**src/rtl/loc_pkg.sv**
```systemverilog
package loc_pkg;

    typedef enum logic [2:0] {
        ST_IDLE,
        ST_OPEN_REQ,
        ST_OPEN_POLL,
        ST_OPEN_RDY,
        ST_CLOSE_CHK,
        ST_CLOSE_REL,
        ST_CLOSE_POLL
    } loc_state_e;

    typedef struct packed {
        loc_state_e state;
        logic       done;
        logic       err;
    } loc_regs_t;

    // Register offsets inside the locality window
    localparam int unsigned ACC_OFS = 32'h00;
    localparam int unsigned STS_OFS = 32'h18;

    // Bit positions the device decodes
    localparam int unsigned BIT_REQ_USE = 1;
    localparam int unsigned BIT_ACTIVE  = 5;
    localparam int unsigned BIT_CMD_RDY = 6;

endpackage

```
**src/rtl/loc_poll_timer.sv**
```systemverilog
module loc_poll_timer #(
    parameter int unsigned LIMIT = 1000
) (
    input  logic clk,
    input  logic rst_n,
    input  logic run_i,
    output logic expired_o
);
    localparam int unsigned CNT_W = $clog2(LIMIT + 1);
    localparam logic [CNT_W-1:0] LIMIT_C = CNT_W'(LIMIT);

    logic [CNT_W-1:0] cnt_d, cnt_q;

    always_comb begin
        if (!run_i) begin
            cnt_d = '0;
        end else if (cnt_q == LIMIT_C) begin
            cnt_d = cnt_q;
        end else begin
            cnt_d = cnt_q + 1'b1;
        end
    end

    always_ff @(posedge clk or negedge rst_n) begin
        if (!rst_n) begin
            cnt_q <= '0;
        end else begin
            cnt_q <= cnt_d;
        end
    end

    assign expired_o = (cnt_q == LIMIT_C);

    // once expired, stays expired while polling continues
    p_expire_hold_r5: assert property (@(posedge clk) disable iff (!rst_n)
        (expired_o && run_i) |=> expired_o);

endmodule

```
**src/rtl/loc_bus_decode.sv**
```systemverilog
module loc_bus_decode
    import loc_pkg::*;
#(
    parameter int unsigned ADDR_W    = 16,
    parameter int unsigned DATA_W    = 32,
    parameter int unsigned BASE_ADDR = 0
) (
    input  loc_state_e        state_i,
    output logic              req_o,
    output logic              we_o,
    output logic [ADDR_W-1:0] addr_o,
    output logic [DATA_W-1:0] wdata_o
);
    localparam logic [ADDR_W-1:0] ACC_A = ADDR_W'(BASE_ADDR + ACC_OFS);
    localparam logic [ADDR_W-1:0] STS_A = ADDR_W'(BASE_ADDR + STS_OFS);
    localparam logic [DATA_W-1:0] V_REQ = DATA_W'(1) << BIT_REQ_USE;
    localparam logic [DATA_W-1:0] V_REL = DATA_W'(1) << BIT_ACTIVE;
    localparam logic [DATA_W-1:0] V_RDY = DATA_W'(1) << BIT_CMD_RDY;

    always_comb begin
        req_o   = 1'b1;
        we_o    = 1'b0;
        addr_o  = ACC_A;
        wdata_o = '0;
        unique case (state_i)
            ST_IDLE:       req_o = 1'b0;
            ST_OPEN_REQ:   begin we_o = 1'b1; wdata_o = V_REQ; end
            ST_OPEN_POLL:  ;
            ST_OPEN_RDY:   begin we_o = 1'b1; addr_o = STS_A; wdata_o = V_RDY; end
            ST_CLOSE_CHK:  ;
            ST_CLOSE_REL:  begin we_o = 1'b1; wdata_o = V_REL; end
            ST_CLOSE_POLL: ;
            default:       req_o = 1'b0;
        endcase
    end

endmodule

```
**src/rtl/loc_handshake_ctrl.sv**
```systemverilog
module loc_handshake_ctrl
    import loc_pkg::*;
#(
    parameter int unsigned ADDR_W      = 16,
    parameter int unsigned DATA_W      = 32,
    parameter int unsigned BASE_ADDR   = 0,
    parameter int unsigned TIMEOUT_CYC = 1000000
) (
    input  logic              clk,
    input  logic              rst_n,
    input  logic              open_i,
    input  logic              close_i,
    output logic              busy_o,
    output logic              done_o,
    output logic              timeout_o,
    output logic              bus_req_o,
    output logic              bus_we_o,
    output logic [ADDR_W-1:0] bus_addr_o,
    output logic [DATA_W-1:0] bus_wdata_o,
    input  logic              bus_ack_i,
    input  logic [DATA_W-1:0] bus_rdata_i
);
    localparam logic [DATA_W-1:0] ACT_MASK = DATA_W'(1) << BIT_ACTIVE;
    localparam logic [ADDR_W-1:0] ACC_A    = ADDR_W'(BASE_ADDR + ACC_OFS);
    localparam logic [DATA_W-1:0] V_REQ    = DATA_W'(1) << BIT_REQ_USE;

    loc_regs_t r_d, r_q;
    logic      xfer;
    logic      active;
    logic      polling;
    logic      expired;

    assign xfer    = bus_req_o && bus_ack_i;
    assign active  = |(bus_rdata_i & ACT_MASK);
    assign polling = (r_q.state == ST_OPEN_POLL) || (r_q.state == ST_CLOSE_POLL);

    loc_poll_timer #(
        .LIMIT (TIMEOUT_CYC)
    ) i_timer (
        .clk       (clk),
        .rst_n     (rst_n),
        .run_i     (polling),
        .expired_o (expired)
    );

    loc_bus_decode #(
        .ADDR_W    (ADDR_W),
        .DATA_W    (DATA_W),
        .BASE_ADDR (BASE_ADDR)
    ) i_decode (
        .state_i (r_q.state),
        .req_o   (bus_req_o),
        .we_o    (bus_we_o),
        .addr_o  (bus_addr_o),
        .wdata_o (bus_wdata_o)
    );

    always_comb begin
        r_d      = r_q;
        r_d.done = 1'b0;
        r_d.err  = 1'b0;
        unique case (r_q.state)
            ST_IDLE: begin
                if (open_i) begin
                    r_d.state = ST_OPEN_REQ;
                end else if (close_i) begin
                    r_d.state = ST_CLOSE_CHK;
                end
            end
            ST_OPEN_REQ: begin
                if (xfer) r_d.state = ST_OPEN_POLL;
            end
            ST_OPEN_POLL: begin
                if (xfer) begin
                    if (active) begin
                        r_d.state = ST_OPEN_RDY;
                    end else if (expired) begin
                        r_d.state = ST_IDLE;
                        r_d.done  = 1'b1;
                        r_d.err   = 1'b1;
                    end
                end
            end
            ST_OPEN_RDY: begin
                if (xfer) begin
                    r_d.state = ST_IDLE;
                    r_d.done  = 1'b1;
                end
            end
            ST_CLOSE_CHK: begin
                if (xfer) begin
                    if (active) begin
                        r_d.state = ST_CLOSE_REL;
                    end else begin
                        r_d.state = ST_IDLE;
                        r_d.done  = 1'b1;
                    end
                end
            end
            ST_CLOSE_REL: begin
                if (xfer) r_d.state = ST_CLOSE_POLL;
            end
            ST_CLOSE_POLL: begin
                if (xfer) begin
                    if (!active) begin
                        r_d.state = ST_IDLE;
                        r_d.done  = 1'b1;
                    end else if (expired) begin
                        r_d.state = ST_IDLE;
                        r_d.done  = 1'b1;
                        r_d.err   = 1'b1;
                    end
                end
            end
            default: r_d.state = ST_IDLE;
        endcase
    end

    always_ff @(posedge clk or negedge rst_n) begin
        if (!rst_n) begin
            r_q <= '{state: ST_IDLE, done: 1'b0, err: 1'b0};
        end else begin
            r_q <= r_d;
        end
    end

    assign busy_o    = (r_q.state != ST_IDLE);
    assign done_o    = r_q.done;
    assign timeout_o = r_q.err;

    p_req_hold_r10: assert property (@(posedge clk) disable iff (!rst_n)
        (bus_req_o && !bus_ack_i) |=> (bus_req_o && $stable(bus_addr_o)
            && $stable(bus_we_o) && $stable(bus_wdata_o)));

    p_done_pulse_r11: assert property (@(posedge clk) disable iff (!rst_n)
        done_o |=> !done_o);

    p_done_idle_r11: assert property (@(posedge clk) disable iff (!rst_n)
        done_o |-> !busy_o);

    p_err_with_done_r11: assert property (@(posedge clk) disable iff (!rst_n)
        timeout_o |-> done_o);

    p_open_start_r2: assert property (@(posedge clk) disable iff (!rst_n)
        (!busy_o && open_i) |=> (bus_req_o && bus_we_o
            && bus_addr_o == ACC_A && bus_wdata_o == V_REQ));

    p_close_start_r6: assert property (@(posedge clk) disable iff (!rst_n)
        (!busy_o && close_i && !open_i) |=> (bus_req_o && !bus_we_o
            && bus_addr_o == ACC_A));

endmodule

```
**config.mk**
```make
export PLATFORM = sky130hd
export DESIGN_NAME = loc_handshake_ctrl
export DESIGN_NICKNAME = d
export VERILOG_FILES = /design/src/rtl/loc_pkg.sv /design/src/rtl/loc_poll_timer.sv /design/src/rtl/loc_bus_decode.sv /design/src/rtl/loc_handshake_ctrl.sv
export SDC_FILE = /design/constraint.sdc
export NUM_CORES = 1
export LEC_CHECK = 0
export CAP_MARGIN = 20
export CORE_ASPECT_RATIO = 0.8
export CORE_MARGIN = 2
export CORE_UTILIZATION = 66
export CTS_BUF_LIST = sky130_fd_sc_hd__clkbuf_2
export DETAILED_ROUTE_END_ITERATION = 10
export DONT_BUFFER_PORTS = 1
export PLACE_DENSITY_LB_ADDON = 0.05
export SLEW_MARGIN = 20
export SYNTH_ARGS = -nofsm -noshare
export SYNTH_HDL_FRONTEND = slang
export SYNTH_SLANG_ARGS = --single-unit
```
**constraint.sdc**
```tcl
create_clock -name clk -period 2.6 [get_ports clk]
set_clock_uncertainty 0.2 [all_clocks]
set_input_delay 0.52 -clock clk [delete_from_list [all_inputs] [get_ports clk]]
set_output_delay 0.52 -clock clk [all_outputs]
set_load 0.02 [all_outputs]
```
== Yosys cells after proc, flatten, opt, wreduce, memory -nomap -nowiden ==
Cells that the tools add are included.
Widths: inputs -> output; s select.
Cells by class
  reduce and logical (&&, ||, !) cells: 7
  muxes and demuxes: 24
  equality and inequality tests: 15
  $add $sub $neg: 1
Operator list (count)
  $mux 20: 2
  $pmux 3 s7: 1
  $pmux 7 s3: 1
  $add 20x1->20 const B: 1
  $eq 20x20->1 const B: 1
  $mux 5: 4
  $mux 3: 6
  $ne 2x2->1 const B: 7
  $mux 4: 3
  $eq 3x3->1 const B: 3
  $reduce_and 7->1: 1
  $eq 3x2->1 const B: 2
  $reduce_or 6->1: 1
  $mux 1: 4
  $pmux 1 s4: 1
  $eq 3x1->1 const B: 1
  $logic_not 3->1: 1
  $ne 3x3->1 const B: 1
  $reduce_bool 3->1: 1
  $reduce_or 3->1: 1
  $mux 2: 1
  $pmux 1 s2: 1
  $logic_and 1x1->1: 1
  $logic_or 1x1->1: 1
Storage, ports and cells
  register bits after elaboration: 25
  output and inout bits: 53
  bits of input ports: 37

== Logic depth before layout (Yosys ltp) ==
  word-level depth: 6
  depth in mapped cells: 6

== Hierarchy ==
Synthesis repeated with hierarchy kept, for this count alone.
Second synthesis, totals
  cells, all modules: 210
  area total of the unflattened synthesis: 1860.5 um^2
Modules (own cells, without submodules)
  loc_poll_timer: seq. area each 500.5 um^2, cells each 117, area an instance 1079.8 um^2, instances 1
  loc_bus_decode: seq. area each 0.0 um^2, cells each 53, area an instance 394.1 um^2, instances 1
  loc_handshake_ctrl: seq. area each 125.1 um^2, cells each 40, area an instance 386.6 um^2, instances 1

== Least setup slack after synthesis ==
Ideal clock, no wire load.
  path kind: register to register
  start point: reg i_timer.cnt_q[2]
  end point: reg r_q[3] (netlist bit)
  arrival time: 1.758 ns
  data required time: 2.268 ns
  stages on the path, launching flop included: 6
  slack: 0.510 ns
  buffers on the path: 1
  cell sequence: dfrtp_1 or4_1 or3_1 buf_6 o311ai_2 nand3_1
On the way
  word-level cells in the longest chain between the ends: 5
  elaborated cells on any way between the ends: 7
  those cells by class: 1 x eq/ne; 6 x mux
RTL lines
  start, declared: line loc_poll_timer.sv:12  | logic [CNT_W-1:0] cnt_d, cnt_q;
  start signal, assigned: line loc_poll_timer.sv:28  | cnt_q <= cnt_d;
  $eq 20x20->1 *: line loc_poll_timer.sv:32  | assign expired_o = (cnt_q == LIMIT_C);
  $mux 5 *
  $mux 4 or $mux 3 (tied branches)
  $mux 5, on equally long branches
  $pmux 3 s7 *
  end signal, assigned: line loc_handshake_ctrl.sv:121  | r_q <= '{state: ST_IDLE, done: 1'b0, err: 1'b0};
  end signal, assigned: line loc_handshake_ctrl.sv:123  | r_q <= r_d;
  end, declared: line loc_handshake_ctrl.sv:27  | loc_regs_t r_d, r_q;
Every way passes the cells marked *; elsewhere a longest branch is shown, timed or not. The select of a mux whose other input is x is not followed.
A chain may end at the register's enable or synchronous reset.

== Final worst setup path ==
Ends and elaborated chain as after synthesis.

==> reports/metrics.cfg <==
[status]
outcome = completed

[global_routing]
antenna_found_initial = 0
grt_pass1_vias = 1232
track_usage = 0.217
grt_max_degree = 26
overflow = 0
grt_pass1_wl_mm = 5.60

[power_and_ir_drop]
p_leak_nw = 0.797
p_total_mw = 1.18
ir_worst_vdd_uv = 356
power_density_mw_per_mm2 = 681

[min_path]
min_from = bus_ack_i
hold_path_class = in -> reg

[cts]
cts_resized = 0
cts_tree = done
clock_sinks = 25
htree_levels = 1
path_clk_slew_ns = 0.25
clk_latency_ns = 0.35
cts_setup_buffers = 0
cts_buffers = 3
cts-root-buf = clkbuf_2
clk_path_buf_depth = 2

[detailed_routing]
wl_per_cell_um = 13.0
wl_mm = 3.25
drt_iter0_markers = 98
dr.pass1.iters = 4
vias_per_cell = 5.44
via_count = 1360
postRouteAntennaNets = 0
drc = 0

[yosys]
synth_cells = 213
synthFlopType = dfrtp_1
synth_common_cells = 45 x buf_4, 25 x dfrtp_1, 20 x nor2_1
syn_area_mm2 = 0.00183
synth.most_common_cell = buf_4
ys_seq_area_frac = 0.342
yosys_warnings = 0
netlist_top_cells_area = dfrtp_1 34%, buf_4 18%, nor2_1 4.1%
ys_ff_latch = 25
yosysTopAreaCellShare = 0.342
ys_types = 42
synth_area_leader_cell = dfrtp_1
synth_edf_count = 0
postSynth.asyncResetShare = 1.00
avgSynthCellArea_um2 = 8.59

[job]
maxCapViolCount = 0

[setup_path]
crit_start = i_timer.cnt_q[2]$_DFFE_PN0P_
endpoint_kind = register
required_ns = 2.67
startpoint_type = register
crit_fanout = 8
reg2reg_from = i_timer.cnt_q[2]$_DFFE_PN0P_
worst_ep_arrival_time_ns = 2.37
crit_type = reg -> reg

[floorplanning]
fp.dieH_um = 51.1
ioPinCount = 90
fp.dieW_um = 62.9
initial_core_util = 0.677
rows = 17
design.core.area_mm2 = 0.00270
die_area_mm2 = 0.00321

[finish]
antenna_cells = 0
syn2layout_area_growth_pct = -5.34
drive_above_1_share = 0.0519
final_nets = 252
fill_cells = 242

[place]
place.gp.congestion = 0.848
port_buffers = 0
dp_hpwl_mm = 2.42

[sta]
worst_slew_pin_slew_ns = 0.650
fin_crit_ns = 2.30
setup_viol = 0
maxSlewViolCount = 0
tns_ns = 0
rsz0062_at_grt = false
min_period_over_period = 0.884
max_freq_ghz = 0.435
finalHoldViolCount = 0
timing.slew.headroom = 0.563

## state kept, by name, summed over array words and instances, names as in the netlist
register,flops
done_o,1
r_q,3
timeout_o,1
i_timer.cnt_q,20
## worst max-delay path, cell delays in order (launching register included)
cell	delay, ns
dfrtp_1	0.52
or4_1	0.57
or3_1	0.50
o311ai_2	0.31
nand3_1	0.11
## layer usage
metal	part of all wire	global-route usage	vias to the layer above
li1	-	-	656
met1	0.48	0.285	654
met2	0.46	0.378	46
met3	0.049	0.0419	4
met4	0.0071	0.0444	0
met5	0	0	-
## path summary, 6_finish.rpt
path	endpoint	slack, ns	depth (start not counted)
max in group asynchronous	i_timer.cnt_q[16]$_DFFE_PN0P_	1.71	2
worst max register to register	r_q[3]$_DFFE_PN0P_	0.30	4
worst max-delay path	r_q[3]$_DFFE_PN0P_	0.30	4
worst min register to register	i_timer.cnt_q[8]$_DFFE_PN0P_	0.40	2
min in group asynchronous	timeout_o$_DFF_PN0_	0.34	2
worst min-delay path	timeout_o$_DFF_PN0_	0.05	2
## power by group
group	switching [mW]	internal [mW]
Clock	0.120	0.0349
Combinational	0.336	0.156
Sequential	0.103	0.429
## stage by stage
step	utilization	cell area (µm²)	hold slack [ns]	std cells	setup WS, ns
CTS	0.641	1730	0.0360	250	0.298
floorplan	-	1990	0.0244	255	0.510
global placement	0.623	1680	0.0249	244	0.402
finish	0.641	1730	0.0519	250	0.301
detailed placement	0.623	1680	0.0249	244	0.338
global route	0.641	1730	0.0222	250	0.198
## cell families (layout without fill, tap and decap cells)
logic type | count (synthesis) | after routing | synth area share
buffers and inverters | 58 | 15 | 0.215
muxes | 3 | 3 | 0.0171
and+or+nand+nor | 82 | 82 | 0.240
adders and majority gates | 2 | 2 | 0.0137
DFF | 25 | 25 | 0.342
xor gates and xnor gates | 12 | 12 | 0.0575
other | 1 | 43 | 0.00205
AOI/OAI and AO/OA | 30 | 30 | 0.112
## layout by cell type, fill, tap and decap left out, types with 2 or more instances in the layout
cell type	instances
and4_1	2
nor3_1	10
and3_1	4
and2_1	2
dfrtp_1	25
or3_1	4
nand2b_1	2
conb_1	43
a21boi_0	2
a31oi_1	4
o211ai_1	3
inv_1	7
nand3_1	12
a41o_1	3
a21oi_1	8
o21ai_0	5
or4_1	2
buf_4	2
nor2_1	20
mux2i_1	2
nand2_1	9
ha_1	2
nand4_1	5
xor2_1	5
nor4_1	3
clkbuf_2	3
xnor2_1	7
## timing repair
action,4_1_cts,5_1_grt
endpoints found under the setup margin,0,0
hold buffers,2,0
endpoints found under the hold margin,25,0
## layout make-up
type                            instances  area [µm²]  area share
Sequential cell                        25         626       0.361
Multi-Input combinational cell        172         967       0.559
Tap cell                               38        47.5      0.0275
Clock buffer                            3        15.0     0.00867
Timing Repair Buffer                    4        45.0      0.0260
Clock inverter                          1        5.00     0.00289
Inverter                                7        26.3      0.0152
(Power assumes the default switching activity.)
